==> config.mk <==
export PLATFORM = sky130hd
export DESIGN_NAME = bp_dir_predictor
export DESIGN_NICKNAME = d
export VERILOG_FILES = /design/src/rtl/bp_pkg.sv /design/src/rtl/bp_ctr_table.sv /design/src/rtl/bp_hist_table.sv /design/src/rtl/bp_dir_predictor.sv
export SDC_FILE = /design/constraint.sdc
export NUM_CORES = 1
export LEC_CHECK = 0
export BUFFER_PORTS_ARGS = -buffer_cell sky130_fd_sc_hd__buf_2
export CAP_MARGIN = 20
export CORE_ASPECT_RATIO = 0.6
export CORE_MARGIN = 3
export CORE_UTILIZATION = 46
export CTS_BUF_LIST = sky130_fd_sc_hd__clkbuf_2 sky130_fd_sc_hd__clkbuf_4 sky130_fd_sc_hd__clkbuf_8
export DETAILED_ROUTE_END_ITERATION = 8
export PLACE_DENSITY = 0.8
export SETUP_SLACK_MARGIN = 0.02
export SLEW_MARGIN = 20
export SYNTH_ARGS = -nofsm -noshare
export SYNTH_HDL_FRONTEND = slang
export SYNTH_SLANG_ARGS = --single-unit
export TNS_END_PERCENT = 100
==> constraint.sdc <==
create_clock -name clk -period 2.65 [get_ports clk]
set_input_delay 0.53 -clock clk [delete_from_list [all_inputs] [get_ports clk]]
set_output_delay 0.53 -clock clk [all_outputs]
set_load 0.01 [all_outputs]
==> src/rtl/bp_pkg.sv <==
package bp_pkg;
   typedef logic [1:0] ctr_t;

   localparam ctr_t CTR_STRONG_NT = 2'b00;
   localparam ctr_t CTR_WEAK_T    = 2'b10;
   localparam ctr_t CTR_STRONG_T  = 2'b11;

   function automatic ctr_t ctr_step(input ctr_t cur, input logic taken);
      ctr_t nxt;
      if (taken)
         nxt = (cur == CTR_STRONG_T) ? cur : ctr_t'(cur + 2'd1);
      else
         nxt = (cur == CTR_STRONG_NT) ? cur : ctr_t'(cur - 2'd1);
      return nxt;
   endfunction
endpackage

==> src/rtl/bp_ctr_table.sv <==
module bp_ctr_table
   import bp_pkg::*;
#(
   parameter int   DEPTH   = 4,
   parameter ctr_t RST_VAL = CTR_STRONG_NT,
   localparam int  IDX_W   = (DEPTH > 1) ? $clog2(DEPTH) : 1
) (
   input  logic             clk,
   input  logic             rst_n,
   input  logic [IDX_W-1:0] rd_idx,
   output ctr_t             rd_ctr,
   input  logic             wr_en,
   input  logic [IDX_W-1:0] wr_idx,
   input  logic             wr_taken
);
   if (DEPTH < 2 || (1 << IDX_W) != DEPTH) begin : g_bad_depth
      $error("bp_ctr_table: DEPTH must be a power of two of at least 2");
   end

   logic [DEPTH-1:0][1:0] mem;

   always_ff @(posedge clk) begin
      if (!rst_n) begin
         for (int i = 0; i < DEPTH; i++) mem[i] <= RST_VAL;
      end else if (wr_en) begin
         mem[wr_idx] <= ctr_step(mem[wr_idx], wr_taken);
      end
   end

   assign rd_ctr = mem[rd_idx];

   // no write request, no counter movement
   assert_ctr_idle_R10: assert property (@(posedge clk) disable iff (!rst_n)
      !wr_en |=> $stable(mem));

   // taken moves up by at most one step
   assert_ctr_up_R3: assert property (@(posedge clk) disable iff (!rst_n)
      (wr_en && wr_taken) |=> (mem[$past(wr_idx)] >= $past(mem[wr_idx])) &&
                              ((mem[$past(wr_idx)] - $past(mem[wr_idx])) <= 2'd1));

   // not taken moves down by at most one step
   assert_ctr_down_R3: assert property (@(posedge clk) disable iff (!rst_n)
      (wr_en && !wr_taken) |=> (mem[$past(wr_idx)] <= $past(mem[wr_idx])) &&
                               (($past(mem[wr_idx]) - mem[$past(wr_idx)]) <= 2'd1));
endmodule

==> src/rtl/bp_hist_table.sv <==
module bp_hist_table #(
   parameter int  DEPTH = 8,
   parameter int  HW    = 2,
   localparam int IDX_W = (DEPTH > 1) ? $clog2(DEPTH) : 1
) (
   input  logic             clk,
   input  logic             rst_n,
   input  logic [IDX_W-1:0] lk_idx,
   output logic [HW-1:0]    lk_hist,
   input  logic [IDX_W-1:0] up_idx,
   output logic [HW-1:0]    up_hist,
   input  logic             wr_en,
   input  logic             wr_taken
);
   if (DEPTH < 2 || (1 << IDX_W) != DEPTH) begin : g_bad_depth
      $error("bp_hist_table: DEPTH must be a power of two of at least 2");
   end
   if (HW < 2 || HW > 12) begin : g_bad_hw
      $error("bp_hist_table: HW must lie in 2..12");
   end

   logic [DEPTH-1:0][HW-1:0] hist;

   always_ff @(posedge clk) begin
      if (!rst_n) begin
         for (int i = 0; i < DEPTH; i++) hist[i] <= '0;
      end else if (wr_en) begin
         hist[up_idx] <= {hist[up_idx][HW-2:0], wr_taken};
      end
   end

   assign lk_hist = hist[lk_idx];
   assign up_hist = hist[up_idx];

   // newest outcome lands in bit 0, older bits move up by one
   assert_hist_shift_R4: assert property (@(posedge clk) disable iff (!rst_n)
      wr_en |=> (hist[$past(up_idx)][0] == $past(wr_taken)) &&
                (hist[$past(up_idx)][1] == $past(up_hist[0])));

   // without a write the histories hold
   assert_hist_idle_R10: assert property (@(posedge clk) disable iff (!rst_n)
      !wr_en |=> $stable(hist));
endmodule

==> src/rtl/bp_dir_predictor.sv <==
module bp_dir_predictor
   import bp_pkg::*;
#(
   parameter int PC_W           = 32,
   parameter int PC_LSB         = 2,
   parameter int HIST_ENTRIES   = 8,
   parameter int HIST_W         = 2,
   parameter bit USE_LOCAL_HIST = 1'b1,
   parameter int FLAT_ENTRIES   = 8
) (
   input  logic            clk,
   input  logic            rst_n,
   input  logic [PC_W-1:0] lk_pc,
   input  logic            lk_uncond,
   output logic            lk_taken,
   input  logic            upd_valid,
   input  logic [PC_W-1:0] upd_pc,
   input  logic            upd_uncond,
   input  logic            upd_taken
);
   localparam int HIDX_W      = $clog2(HIST_ENTRIES);
   localparam int FIDX_W      = $clog2(FLAT_ENTRIES);
   localparam int PHT_ENTRIES = 1 << HIST_W;

   if (PC_LSB < 1) begin : g_bad_lsb
      $error("bp_dir_predictor: PC_LSB must be at least 1");
   end
   if (PC_W <= PC_LSB + HIDX_W || PC_W <= PC_LSB + FIDX_W) begin : g_bad_pcw
      $error("bp_dir_predictor: PC_W too narrow for the index fields");
   end

   logic  train;
   ctr_t  sel_ctr;

   assign train    = upd_valid && !upd_uncond;
   assign lk_taken = lk_uncond | sel_ctr[1];

   if (USE_LOCAL_HIST) begin : g_two_level
      logic [HIDX_W-1:0] lk_slot, up_slot;
      logic [HIST_W-1:0] lk_hist, up_hist;
      logic              unused_pc_bits;

      assign lk_slot = lk_pc[PC_LSB +: HIDX_W];
      assign up_slot = upd_pc[PC_LSB +: HIDX_W];
      assign unused_pc_bits = ^{lk_pc[PC_W-1:PC_LSB+HIDX_W], lk_pc[PC_LSB-1:0],
                                upd_pc[PC_W-1:PC_LSB+HIDX_W], upd_pc[PC_LSB-1:0]};

      bp_hist_table #(
         .DEPTH (HIST_ENTRIES),
         .HW    (HIST_W)
      ) u_hist (
         .clk      (clk),
         .rst_n    (rst_n),
         .lk_idx   (lk_slot),
         .lk_hist  (lk_hist),
         .up_idx   (up_slot),
         .up_hist  (up_hist),
         .wr_en    (train),
         .wr_taken (upd_taken)
      );

      bp_ctr_table #(
         .DEPTH   (PHT_ENTRIES),
         .RST_VAL (CTR_STRONG_NT)
      ) u_pht (
         .clk      (clk),
         .rst_n    (rst_n),
         .rd_idx   (lk_hist),
         .rd_ctr   (sel_ctr),
         .wr_en    (train),
         .wr_idx   (up_hist),
         .wr_taken (upd_taken)
      );
   end else begin : g_flat
      logic [FIDX_W-1:0] lk_slot, up_slot;
      logic              unused_pc_bits;

      assign lk_slot = lk_pc[PC_LSB +: FIDX_W];
      assign up_slot = upd_pc[PC_LSB +: FIDX_W];
      assign unused_pc_bits = ^{lk_pc[PC_W-1:PC_LSB+FIDX_W], lk_pc[PC_LSB-1:0],
                                upd_pc[PC_W-1:PC_LSB+FIDX_W], upd_pc[PC_LSB-1:0]};

      bp_ctr_table #(
         .DEPTH   (FLAT_ENTRIES),
         .RST_VAL (CTR_WEAK_T)
      ) u_flat (
         .clk      (clk),
         .rst_n    (rst_n),
         .rd_idx   (lk_slot),
         .rd_ctr   (sel_ctr),
         .wr_en    (train),
         .wr_idx   (up_slot),
         .wr_taken (upd_taken)
      );
   end

   // an unconditional lookup is always reported taken
   assert_uncond_taken_R7: assert property (@(posedge clk) disable iff (!rst_n)
      lk_uncond |-> lk_taken);
endmodule

Yosys cells after proc, flatten, opt, wreduce, memory -nomap -nowiden --
Index checks and enable logic that the tools add are counted.
Word-level totals: memories 0, latch bits 0, bits of input ports 70, flip-flop bits (word level) 24, bits in writable memories 0, logic and storage cells 46, output and inout port bits 1, bits in read-only memories 0
Cells by class: order comparisons 6, shifts and indexed selects 0, add/subtract/negate cells 2, div/mod/pow operators 0, reduce and logical (&&, ||, !) cells 5, bitwise operators 1, multipliers 0, multiplexer cells 19, eq/ne operators 1
Operator list (count):
- $mux 2 | 11
- $bwmux 16 | 1
- $bmux 2 s3 | 2
- $bmux 2 s2 | 2
- $bwmux 8 | 1
- $lt 3x4->1 const B | 2
- $demux 2 s3 | 1
- $lt 2x3->1 const B | 2
- $demux 2 s2 | 1
- $ge 3x1->1 const B | 1
- $logic_and 1x1->1 | 3
- $add 2x1->2 const B | 1
- $eq 2x2->1 const B | 1
- $ge 2x1->1 const B | 1
- $logic_not 2->1 | 1
- $sub 2x1->2 const B | 1
- $logic_not 1->1 | 1
- $or 1x1->1 | 1

Logic depth before layout (Yosys ltp) --
depth after elaboration 10, mapped depth 8, mapped depth without buffers 7

Modules after synthesis --
Synthesis repeated with hierarchy kept, for this count alone.
Unflattened totals: cells, all modules 137, area total of the unflattened synthesis 1471.4 µm²
Modules (own cells, without submodules):
- bp_hist_table | seq. area each 320.3 µm², area an instance 978.4 µm², cells each 91, times used 1
- bp_ctr_table | seq. area each 160.2 µm², area an instance 480.5 µm², cells each 44, times used 1
- bp_dir_predictor | seq. area each 0.0 µm², area an instance 12.5 µm², cells each 2, times used 1

Least setup slack after synthesis --
OpenSTA, ideal clock, no wires.
path type input port to output port, from in lk_pc[2], to out lk_taken, data required time 2.120 ns, path buffers 0, stages 6, data arrival time 1.853 ns, slack 0.267 ns, cells stage by stage mux4_2 -> mux2i_1 -> nor2b_1 -> a211oi_1 -> a21oi_1 -> or2_2
On the way: word-level cells in the longest chain between the ends 5
RTL lines:
- start, declared | line bp_dir_predictor.sv:13 | input logic [PC_W-1:0] lk_pc,
- $bmux 2 s3 | line bp_hist_table.sv:32 | assign lk_hist = hist[lk_idx];
- $mux 2 (not written as such) | line bp_hist_table.sv:32
- $bmux 2 s2 | line bp_ctr_table.sv:30 | assign rd_ctr = mem[rd_idx];
- $mux 2 (not written as such) | line bp_ctr_table.sv:30
- $or 1x1->1 | line bp_dir_predictor.sv:36 | assign lk_taken = lk_uncond | sel_ctr[1];
- end, declared | line bp_dir_predictor.sv:15 | output logic lk_taken,
Every way passes these cells. The select of a mux whose other input is x is not followed.

Final worst setup path --
Same ends and word-level chain as after synthesis.

==> flow_summary.yaml <==
status:
  outcome: "complete, no violations"
placement:
  dp_hpwl_microns: 2440
  place_area_sq_um: 1510
  place_inst: 192
  gp_congestion: 0.840
  post-place-ws_ps: -82.0
  io_buffer_count: 12
pwr:
  p_total_mw: 0.779
  clkPwrFrac_pct: 41.1
  netSwitchingPower_mw: 0.169
  comb_power_share_pct: 11.5
  seq_power_share_pct: 47.3
  ir_drop_mv: 0.192
  p_int_mw: 0.610
  power-per-cell-area_nw_per_um2: 487
  p_leak_nw: 0.654
  p_sw_share_pct: 21.7
clock_network:
  insertion_delay_ps: 270
  numCtsBuffers: 3
  clockBufferDepth: 2
  cts.sink_count: 24
  cts-root-buf: "clkbuf_8"
  ctsHoldBuffers: 0
  path_clk_slew_ps: 90
  cts.htree.levels: 1
  cts_tree: "built"
drt:
  avgViaCountPerCell: 5.81
  num_vias: 1139
  initialDrtViolationCount: 119
  drc_errors: 0
  wl_per_cell_microns: 16.4
  wirelength_microns: 3210
  drt-pass1-iter-count: 5
  postRouteAntennaNets: 0
worst_setup_path:
  cp.depth: 9
  cp-endpoint: "lk_taken"
  start_kind: "input pin"
  path_cells: "buf_8 -> mux4_2 -> mux2i_1 -> buf_4 -> nor2b_1 -> a211oi_1 -> a21oi_1 -> or2_4 -> buf_6"
  max_stage_delay_ps: 520
  path_class: "input pin to output port"
  slowest_stage: "mux4_2"
  critPathTopFamily: "multiplexers"
  crit_start: "lk_pc[2]"
  r2r-end: "g_two_level.u_pht.mem[0]"
  r2r_setup_slack_ps: 520
  crit_buf_inv: 3
  reg2reg_from: "g_two_level.u_hist.hist[7]"
  crit_fanout: 4
  worst_ep_required_time_ps: 2120
  critPathCaptureType: "output port"
  reg2reg_depth: 8
  arrival_ps: 2070
synth:
  yosys.area.top_type: "dfxtp_1"
  async_reset_ff_share_pct: 0
  synth_cell_types: 34
  synth_fp_nets: 208
  ys_ff_latch: 24
  ys_seq_area_share_pct: 35.1
  yosys_warnings: 0
  synth-edff-count: 0
  yosysMostFrequentCell: "dfxtp_1"
  synth_common_cells: "dfxtp_1 (24), mux2i_1 (21), nor2b_1 (12)"
  synthFlopType: "dfxtp_1"
  syn-cell-area_sq_um: 1370
  syn_inst: 138
  synth.top_cell.area_share_pct: 35.1
  ys_top_cells_by_area: "dfxtp_1 (35%), mux2i_1 (15%), mux4_2 (9.9%), nor2b_1 (5.5%), o21ai_0 (3.7%)"
  synth_area_per_cell_sq_um: 9.93
floorplanning:
  rows: 14
  start_util_pct: 51.5
  die_w_microns: 76.5
  die_h_microns: 48.3
  core_area_sq_um: 2660
  dieArea_sq_um: 3690
  pin_count: 71
global_route:
  grt_max_degree: 25
  grt.overflow.total: 0
  antenna_found_initial: 0
  grt_pass1_wl_microns: 5320
  grt_usage_pct: 18.9
  grt_pass1_vias: 1131
sta:
  rsz0062_at_grt: "true"
  period_minus_slack_ps: 2600
  period_share_pct: 98.3
  finClkSkew_ps: 13.5
  fin_ws_ps: 46.3
  slew-limit-headroom_pct: 73.2
  holdWs_ps: 502
  fin_setup_tns_ps: 0
  setup-violations-final: 0
  finalHoldViolCount: 0
  worstMarginPinSlew_ps: 401
  drv_slew: 0
  timing.fmax_mhz: 384
layout:
  diodes: 0
  utilization_pct: 60.1
  final-instance-count-excl-fill: 196
  nets: 227
  drive_gt1_share_pct: 26.9
  fillers: 239
  final_cell_area_sq_um: 1600
  area_growth_pct: 16.7
job:
  cap_violations: 0
worst_hold_path:
  hp-class: "flop to flop"
==> sequential cells by signal, summed over array words and instances (netlist names) <==
signal and flops:
g_two_level.u_hist.hist 16, g_two_level.u_pht.mem 8
==> per-layer routing <==
layer / wire [microns] / vias up / GRT usage (%)
li1: - / 538 / -
met1: 1590 / 563 / 24.1
met2: 1390 / 36 / 31.4
met3: 223 / 2 / 7.75
met4: 4 / 0 / 3.61
met5: 0 / - / 0
==> what timing repair did <==
action	4_1_cts	5_1_grt
endpoints found under the setup margin	1	1
gates resized for setup	3	2
setup buffers	0	0
pin swaps	2	1
==> cell type report <==
cell class	count	area (sq um)	area share, %
repair buffers	21	144	9.00
flip-flops and latches	24	480	30.0
clock inverters	1	30.0	1.88
well taps	40	50.0	3.13
clock buffers	3	41.3	2.58
inverters	2	7.51	0.469
multi-input cells	105	846	52.9
==> power by group through the flow <==
stage          clock [mW]  sequential [mW]  combinational [mW]
2_1_floorplan           0            0.376              0.0571
3_5_place_dp            0            0.377              0.0838
3_3_place_gp            0            0.377              0.0803
5_1_grt             0.340            0.370              0.0961
4_1_cts             0.326            0.369              0.0868
6_report            0.321            0.369              0.0900
==> cells by family after synthesis <==
family | synth area share [%]
adders and majority gates | 1.64
DFF | 35.1
muxes | 28.2
AOI/OAI and AO/OA | 11.3
and+or+nand+nor | 20.4
buffers and inverters | 3.38
==> cells in the final DEF (no fill, tap or decap), types with 3 or more instances in the layout <==
cell      synthesis  final
clkbuf_8          0      3
nor3b_1           4      4
nand2_1           7      7
dfxtp_1          24     24
mux2i_1          21     21
nor2b_1          12     12
a21boi_0          3      3
buf_2             1     10
mux4_2            6      6
a21oi_1           8      8
o21ai_0          10     10
buf_4             1      9
nor2_1            8      8
==> worst min path at each step <==
stage / to / cells past startpoint / startpoint
floorplan: g_two_level.u_hist.hist[0] / 2 / g_two_level.u_hist.hist[0]
global placement: g_two_level.u_hist.hist[0] / 2 / g_two_level.u_hist.hist[0]
detailed placement: g_two_level.u_hist.hist[0] / 2 / g_two_level.u_hist.hist[0]
CTS: g_two_level.u_hist.hist[0] / 2 / g_two_level.u_hist.hist[0]
global route: g_two_level.u_hist.hist[0] / 2 / g_two_level.u_hist.hist[0]
finish: g_two_level.u_hist.hist[0] / 2 / g_two_level.u_hist.hist[0]
==> worst min-delay path, delay by kind of cell, from the launching register on <==
family	cells	cell delay [ps]
AO/OA/AOI/OAI	1	70
AND/OR/NAND/NOR	1	50
flip-flops	1	340
No activity file was read; power rests on OpenSTA's default activity.
